File: src/rtl/bgw_pkg.sv
package bgw_pkg;
  typedef enum logic [1:0] {
    ST_IDLE  = 2'd0,
    ST_COUNT = 2'd1,
    ST_GRACE = 2'd2
  } bgw_state_e;
endpackage

File: src/rtl/bgw_divider.sv
module bgw_divider #(
  parameter int DIV = 10
) (
  input  logic clk,
  input  logic rst_n,
  input  logic clr,
  input  logic en,
  output logic unit_tick
);
  localparam int CW = (DIV > 1) ? $clog2(DIV) : 1;
  localparam logic [CW-1:0] LAST = CW'(DIV - 1);

  logic [CW-1:0] cnt_q, cnt_d;

  assign unit_tick = en && !clr && (cnt_q == LAST);

  always_comb begin
    cnt_d = cnt_q;
    if (clr)            cnt_d = '0;
    else if (unit_tick) cnt_d = '0;
    else if (en)        cnt_d = cnt_q + 1'b1;
  end

  always_ff @(posedge clk or negedge rst_n) begin
    if (!rst_n) cnt_q <= '0;
    else        cnt_q <= cnt_d;
  end

  assert_div_range_R1: assert property (@(posedge clk) disable iff (!rst_n)
    cnt_q <= LAST);
endmodule

File: src/rtl/bgw_fsm.sv
module bgw_fsm
  import bgw_pkg::*;
#(
  parameter int LIMIT_W = 16,
  parameter int LAG     = 3
) (
  input  logic               clk,
  input  logic               rst_n,
  input  logic               mode_pkt,
  input  logic               strobe,
  input  logic               unit_tick,
  input  logic               word_any,
  input  logic               pkt_open,
  input  logic [LIMIT_W-1:0] limit,
  output logic               counting,
  output logic               fin
);
  localparam int GW = (LAG > 1) ? $clog2(LAG) : 1;
  localparam logic [GW-1:0] GLAST = GW'(LAG - 1);

  bgw_state_e         st_q, st_d;
  logic [LIMIT_W-1:0] units_q, units_d;
  logic [GW-1:0]      grc_q, grc_d;
  logic               fin_q, fin_d;
  logic [LIMIT_W:0]   units_inc;

  assign units_inc = {1'b0, units_q} + 1'b1;
  assign counting  = (st_q == ST_COUNT);
  assign fin       = fin_q;

  always_comb begin
    st_d    = st_q;
    units_d = units_q;
    grc_d   = grc_q;
    fin_d   = 1'b0;
    if (!mode_pkt || (limit == '0)) begin
      st_d = ST_IDLE;
    end else if (word_any) begin
      st_d    = ST_COUNT;
      units_d = '0;
      grc_d   = '0;
    end else begin
      unique case (st_q)
        ST_COUNT: begin
          if (!pkt_open) begin
            st_d = ST_IDLE;
          end else if (units_q >= limit) begin
            st_d  = ST_GRACE;
            grc_d = '0;
          end else if (unit_tick) begin
            if (units_inc >= {1'b0, limit}) begin
              st_d  = ST_GRACE;
              grc_d = '0;
            end else begin
              units_d = units_inc[LIMIT_W-1:0];
            end
          end
        end
        ST_GRACE: begin
          if (!pkt_open) begin
            st_d = ST_IDLE;
          end else if (strobe) begin
            if (grc_q == GLAST) begin
              fin_d = 1'b1;
              st_d  = ST_IDLE;
            end else begin
              grc_d = grc_q + 1'b1;
            end
          end
        end
        default: st_d = ST_IDLE;
      endcase
    end
  end

  always_ff @(posedge clk or negedge rst_n) begin
    if (!rst_n) begin
      st_q    <= ST_IDLE;
      units_q <= '0;
      grc_q   <= '0;
      fin_q   <= 1'b0;
    end else begin
      st_q    <= st_d;
      units_q <= units_d;
      grc_q   <= grc_d;
      fin_q   <= fin_d;
    end
  end

  assert_fin_single_R1: assert property (@(posedge clk) disable iff (!rst_n)
    fin_q |=> !fin_q);
  assert_zero_limit_R3: assert property (@(posedge clk) disable iff (!rst_n)
    (limit == '0) |=> !fin_q);
  assert_mode_off_R4: assert property (@(posedge clk) disable iff (!rst_n)
    !mode_pkt |=> !fin_q);
  assert_closed_pkt_R5: assert property (@(posedge clk) disable iff (!rst_n)
    !pkt_open |=> !fin_q);
  assert_idle_after_fin_R6: assert property (@(posedge clk) disable iff (!rst_n)
    fin_q |-> (st_q == ST_IDLE));
  assert_word_wins_R9: assert property (@(posedge clk) disable iff (!rst_n)
    word_any |=> !fin_q);
endmodule

File: src/rtl/bgw_flag.sv
module bgw_flag (
  input  logic clk,
  input  logic rst_n,
  input  logic set,
  input  logic clr,
  output logic flag
);
  logic flag_q, flag_d;

  always_comb begin
    flag_d = flag_q;
    if (set)      flag_d = 1'b1;
    else if (clr) flag_d = 1'b0;
  end

  always_ff @(posedge clk or negedge rst_n) begin
    if (!rst_n) flag_q <= 1'b0;
    else        flag_q <= flag_d;
  end

  assign flag = flag_q;

  assert_sticky_R7: assert property (@(posedge clk) disable iff (!rst_n)
    (flag_q && !clr) |=> flag_q);
  assert_clear_R8: assert property (@(posedge clk) disable iff (!rst_n)
    (clr && !set) |=> !flag_q);
  assert_set_wins_R8: assert property (@(posedge clk) disable iff (!rst_n)
    set |=> flag_q);
endmodule

File: src/rtl/bus_gap_watchdog.sv
module bus_gap_watchdog #(
  parameter int LIMIT_W   = 16,
  parameter int UNIT_DIV  = 10,
  parameter int VALID_LAG = 3
) (
  input  logic               clk,
  input  logic               rst_n,
  input  logic               mode_pkt,
  input  logic               tick_1us,
  input  logic               word_a,
  input  logic               word_b,
  input  logic               pkt_open,
  input  logic [LIMIT_W-1:0] gap_limit,
  input  logic               ien_ready,
  input  logic               ien_gap,
  input  logic               clr_ready,
  input  logic               clr_gap,
  output logic               finalize,
  output logic               irq_ready,
  output logic               irq_gap
);
  localparam int N_IRQ = 2;

  logic             word_any;
  logic             unit_tick;
  logic             counting;
  logic             fin;
  logic [N_IRQ-1:0] irq_en, irq_clr, irq_set, irq_q;

  assign word_any = word_a | word_b;

  bgw_divider #(.DIV(UNIT_DIV)) u_div (
    .clk       (clk),
    .rst_n     (rst_n),
    .clr       (word_any | !counting),
    .en        (tick_1us & counting),
    .unit_tick (unit_tick)
  );

  bgw_fsm #(.LIMIT_W(LIMIT_W), .LAG(VALID_LAG)) u_fsm (
    .clk       (clk),
    .rst_n     (rst_n),
    .mode_pkt  (mode_pkt),
    .strobe    (tick_1us),
    .unit_tick (unit_tick),
    .word_any  (word_any),
    .pkt_open  (pkt_open),
    .limit     (gap_limit),
    .counting  (counting),
    .fin       (fin)
  );

  assign irq_en  = {ien_gap, ien_ready};
  assign irq_clr = {clr_gap, clr_ready};

  for (genvar i = 0; i < N_IRQ; i++) begin : g_irq
    assign irq_set[i] = fin & irq_en[i];
    bgw_flag u_flag (
      .clk   (clk),
      .rst_n (rst_n),
      .set   (irq_set[i]),
      .clr   (irq_clr[i]),
      .flag  (irq_q[i])
    );
  end

  assign finalize  = fin;
  assign irq_ready = irq_q[0];
  assign irq_gap   = irq_q[1];

  assert_irq_cause_R7: assert property (@(posedge clk) disable iff (!rst_n)
    ($rose(irq_ready) || $rose(irq_gap)) |-> $past(finalize));
endmodule

File: config.mk
export PLATFORM = sky130hd
export DESIGN_NAME = bus_gap_watchdog
export DESIGN_NICKNAME = d
export VERILOG_FILES = /design/src/rtl/bgw_pkg.sv /design/src/rtl/bgw_divider.sv /design/src/rtl/bgw_fsm.sv /design/src/rtl/bgw_flag.sv /design/src/rtl/bus_gap_watchdog.sv
export SDC_FILE = /design/constraint.sdc
export NUM_CORES = 1
export LEC_CHECK = 0
export ABC_AREA = 1
export BUFFER_PORTS_ARGS = -buffer_cell sky130_fd_sc_hd__buf_2
export CAP_MARGIN = 10
export CORE_MARGIN = 2
export CORE_UTILIZATION = 50
export DETAILED_ROUTE_END_ITERATION = 16
export PLACE_DENSITY = 0.71
export SYNTH_ARGS = -nofsm -noshare
export SYNTH_HDL_FRONTEND = slang
export SYNTH_SLANG_ARGS = --single-unit
File: constraint.sdc
create_clock -name clk -period 3.8 [get_ports clk]
set_clock_uncertainty 0.15 [all_clocks]
set_input_delay 0.57 -clock clk [delete_from_list [all_inputs] [get_ports clk]]
set_output_delay 0.57 -clock clk [all_outputs]
set_load 0.1 [all_outputs]
# After elaboration in Yosys (flattened, before gate mapping)
# Cells that the tools add are included.
[op_classes] addsub=3 n_lt_le_gt_ge=2 eq_ne=16 muxes=38 bitwise=6 n_reduce_logical=17
[op_table] operator="$mux 16" count=6
[op_table] operator="$mux 2" count=17
[op_table] operator="$add 16x1->17 const B" count=1
[op_table] operator="$ge 17x16->1" count=1
[op_table] operator="$ge 16x16->1" count=1
[op_table] operator="$logic_not 16->1" count=1
[op_table] operator="$mux 4" count=3
[op_table] operator="$ne 3x3->1 const B" count=4
[op_table] operator="$ne 6x3->1 const B" count=2
[op_table] operator="$mux 1" count=10
[op_table] operator="$reduce_bool 2->1" count=5
[op_table] operator="$ne 4x2->1 const B" count=2
[op_table] operator="$pmux 2 s2" count=2
[op_table] operator="$reduce_and 8->1" count=1
[op_table] operator="$reduce_and 6->1" count=1
[op_table] operator="$reduce_bool 3->1" count=2
[op_table] operator="$ne 5x3->1 const B" count=1
[op_table] operator="$ne 5x4->1 const B" count=1
[op_table] operator="$add 4x1->4 const B" count=1
[op_table] operator="$eq 2x2->1 const B" count=2
[op_table] operator="$eq 4x4->1 const B" count=1
[op_table] operator="$ne 2x2->1 const B" count=2
[op_table] operator="$reduce_and 4->1" count=1
[op_table] operator="$and 1x1->1" count=3
[op_table] operator="other kinds (7)" count=11
[word_totals] reg_bits=27 inputBits=27

# Longest topological paths before layout
[depth] depth_word=12 mapped_depth=24

# By module
# From an unflattened synthesis, not the netlist that was laid out.
[hier_totals] hier_cells=421 hier_area_um2=2713.9
[by_module_without_submodules] module="bgw_fsm" n_inst=1 cells_each=367 area_per_inst_um2=2352.3
[by_module_without_submodules] module="bgw_divider" n_inst=1 cells_each=35 area_per_inst_um2=245.2
[by_module_without_submodules] module="bgw_flag" n_inst=2 cells_each=5 area_per_inst_um2=40.0
[by_module_without_submodules] module="bus_gap_watchdog" n_inst=1 cells_each=9 area_per_inst_um2=36.3

# Worst setup path after synthesis
# OpenSTA, ideal clock, no wires.
[synth_timing] path_type="reg2reg" startpoint="register u_fsm.units_q[2]" endpoint="register u_fsm.units_q[5]" setup_time_ns=0.119 arrival_ns=2.555 required_time_ns=3.531 slack_ns=0.977 stages_incl_launch_ff=22 n_path_buf=1 cell_sequence="dfrtp_1 -> nand2_1 -> nor2_2 -> nand3_1 -> nor2_1 -> nand2_1 -> nor2_1 -> a21oi_1 -> or2_2 -> inv_1 -> ha_1 -> nand4_1 -> nor2_1 -> nand2_1 -> nand3_1 -> nor2_1 -> nand2_1 -> nor2_4 -> nand3_4 -> buf_6 -> nand3_1 -> nand2_1"
[synth_via] elab_chain_len=7 elab_cells_between_ends=12 classes_between="add/sub (1); order compare (2); eq/ne (2); mux (6); reduce/logical (1)"
[synth_lines] element="from (decl)" line_no="bgw_fsm.sv:22" source="logic [LIMIT_W-1:0] units_q, units_d;"
[synth_lines] element="from (signal assigned)" line_no="bgw_fsm.sv:84" source="units_q <= units_d;"
[synth_lines] element="branches (longest 7 deep; another with $add 16x1->17)"
# Parallel ways; which one is timed is not known. The select of a mux whose other input is x is not followed.
# A chain may end at the register's enable or synchronous reset.

# Worst setup path after layout
[layout_timing] startpoint="register u_fsm.units_q[2]" endpoint="register u_fsm.units_q[3]"
# The elaborated chain is that of the path after synthesis.

==> metrics.yaml <==
status:
  status: "completed"
final_layout:
  diodes: 0
  nets: 478
  postLayoutCoreUtil_pct: 56.57
  drive_above_1_share_pct: 13.59
  syn2layout_area_growth_pct: 9.379
sta:
  tightest_slew_ns: 0.7035
  post-route-worst-setup-slack_ns: 0.4976
  fmax_mhz: 302.8
  slew_violations: 0
  rsz0062_at_grt: "false"
  setup_viol: 0
  relSlewSlack_pct: 52.97
  timing.final.crit_period_ns: 3.302
  fin_crit_sh_pct: 86.90
  tns_ns: 0
  finalHoldViolCount: 0
place:
  place.gp.congestion: 0.9363
  dp_worst_setup_slack_ns: 0.5049
  numPortBuffers: 29
  place_hpwl_mm: 5.032
synth:
  synth.distinct_cells: 30
  syn_inst: 383
  synth_adder_area_share_pct: 18.00
  synth_area_leaders: "dfrtp_1 (26%), ha_1 (18%), nand2_1 (14%)"
  synth_most_common_cell: "nand2_1"
  async_flop_share_pct: 100.0
  ys_seq_area_share_pct: 25.58
  synthMuxAreaShare_pct: 0
  yosys.area_share.simple_pct: 34.96
  synthTopCellsByCount: "nand2_1 (97), inv_1 (63), ha_1 (38)"
  ys_ff_latch: 27
  synth_warnings: 0
  syn_nets: 448
  synth_xor_area_share_pct: 3.648
  yosys.area.top_type_share_pct: 25.58
  ys.flop_type: "dfrtp_1"
  synth_area_per_cell_um2: 6.896
  syn_area_mm2: 0.002641
  yosysTopAreaCell: "dfrtp_1"
  synth_compound_area_share_pct: 6.727
  synth_edf_count: 0
  synth_top_family_by_area: "simple AND/OR/NAND/NOR gates"
critical_path:
  slowest_stage: "dfrtp_1"
  path_cells: "nand2_1, nor2_2, nand3_1, nor2_1, nand2_1, nor2_1, nand3_1, xor2_1, inv_1, ha_1, nand4_1, nor2_1, nand2_1, nand3_1, nor2_1, nand2_1, nor2_4, nand3_4, nand2_4, nand2_1, nand2_1"
  crit_buf_inv: 1
  end_kind: "flop"
  worst_path_most_repeated_cell: "nand2_1"
  crit_type: "reg2reg"
  crit_family: "simple AND/OR/NAND/NOR gates"
  crit_required_ns: 3.86
  arrival_ns: 3.36
  path_max_fanout: 18
  slowest_delay_ns: 0.46
  r2r_slack_ns: 0.50
  startpoint_type: "flop"
power:
  p_leak_nw: 1.712
  powerDensity_mw_per_mm2: 182.9
  peakVddDrop_uv: 169.1
clocking:
  htreeDepth: 1
  cts_made_buffers: 3
  cts_hold_buf: 0
  cts_setup_buffers: 0
  cts_tree: "built"
  clk_pin_slew_worst_paths_ns: 0.09
  cts_buffer_depth: 2
  cts_resized: 0
  clk_latency_ns: 0.27
  clock-sinks: 27
  root_buffer: "clkbuf_8"
detailed_routing:
  antenna_left: 0
  wl_per_cell_um: 12.25
  met2_wirelength_mm: 2.630
  vias: 2417
  highest_layer: "met4"
  wl_met3_um: 220
  routed_wl_mm: 5.905
  drt_iter0_drc: 122
  viasPerCell: 5.015
  dr.pass1.iters: 4
  drc: 0
  met1_length_mm: 2.956
global_routing:
  grt_use_total_pct: 20.71
  grt_overflow: 0
  grt_pass1_wl_mm: 9.956
  grt_antenna_before_repair: 0
  grt_max_degree: 28
  grt_pass1_vias: 2193
floorplanning:
  die_y_um: 76.68
  dieWidth_um: 76.68
  die-area_mm2: 0.005880
  io_pins: 30
  num_rows: 26
  start_util_pct: 51.71
  core_area_mm2: 0.005107
run:
  cap_violations: 0
worst_hold_path:
  hold_path_class: "in2async"
## metal layers
layer,up-vias,track usage (%)
met5,-,0
li1,1273,-
met4,0,6.182
met1,1099,30.45
met2,37,32.54
met3,8,1.529
## flip-flops by register name, indices dropped and copies added (netlist names)
signal,cells
g_irq.u_flag.flag,2
u_div.cnt_q,4
u_fsm.fin,1
u_fsm.grc_q,2
u_fsm.st_q,2
u_fsm.units_q,16
## through the flow
stage	power [mW]	hold slack, ns	instance area, um2	std cells
finish	0.5283	0.1573	2889	482
global route	0.5581	0.2042	2889	482
CTS	0.5360	0.1680	2889	482
detailed placement	0.3717	0.3211	2840	478
global placement	0.3710	0.3117	2840	478
floorplan	0.3415	0.1244	2641	383
## layout by cell type (no fill, tap or decap), types with 3 or more instances in the layout
| cell | Yosys | layout |
|---|---|---|
| nand2_1 | 97 | 97 |
| inv_1 | 63 | 63 |
| ha_1 | 38 | 38 |
| nand3_1 | 37 | 37 |
| nor2_1 | 35 | 35 |
| buf_2 | 0 | 29 |
| dfrtp_1 | 27 | 27 |
| a21oi_1 | 18 | 18 |
| o21ai_0 | 9 | 9 |
| xor2_1 | 8 | 8 |
| nor3_1 | 8 | 8 |
| inv_2 | 6 | 6 |
| nand4_1 | 6 | 6 |
| nor2_4 | 4 | 4 |
| nand2_2 | 3 | 3 |
| xnor2_1 | 3 | 3 |
| or2_2 | 3 | 3 |
| clkbuf_8 | 0 | 3 |
## report_power, final
part           internal (mW)  switching (mW)  total [mW]
sequential             0.288         0.00135       0.290
combinational         0.0260          0.0506      0.0766
clock                 0.0743          0.0877       0.162
total                  0.389           0.140       0.528
## cell families after synthesis
group / Yosys count
AO/OA/AOI/OAI: 33
XOR/XNOR: 11
AND/OR/NAND/NOR: 201
adder cells (fa/ha/maj): 38
buffers and inverters: 73
flip-flops: 27
## worst register-to-register path, delay by kind of cell, from the launching register on
kind | cells | cell delay, ns
buffers and inverters | 1 | 0.07
DFF | 1 | 0.46
xor gates and xnor gates | 1 | 0.20
and+or+nand+nor | 18 | 2.06
adders and majority gates | 1 | 0.33
## area by class of cell
cell class | instances | area [um2]
Sequential cell | 27 | 675.6
Multi-Input combinational cell | 283 | 1673
Clock inverter | 1 | 7.507
Inverter | 69 | 259.0
Fill cell | 518 | 2218
Tap cell | 70 | 87.58
Clock buffer | 3 | 41.29
Timing Repair Buffer | 29 | 145.1
## path summary, 6_finish.rpt
| check | to | cells after the start | startpoint |
|---|---|---|---|
| min in group clk | g_irq[0].u_flag.flag$_DFFE_PN0P_ | 2 | clr_ready |
| max reg2reg | u_fsm.units_q[3]$_DFFE_PN0P_ | 21 | u_fsm.units_q[2]$_DFFE_PN0P_ |
| max in group asynchronous | u_fsm.units_q[7]$_DFFE_PN0P_ | 1 | rst_n |
| min | u_fsm.units_q[5]$_DFFE_PN0P_ | 1 | rst_n |
| max | u_fsm.units_q[3]$_DFFE_PN0P_ | 21 | u_fsm.units_q[2]$_DFFE_PN0P_ |
| min reg2reg | u_fsm.grc_q[1]$_DFFE_PN0P_ | 2 | u_fsm.grc_q[1]$_DFFE_PN0P_ |
(Power assumes the default switching activity.)
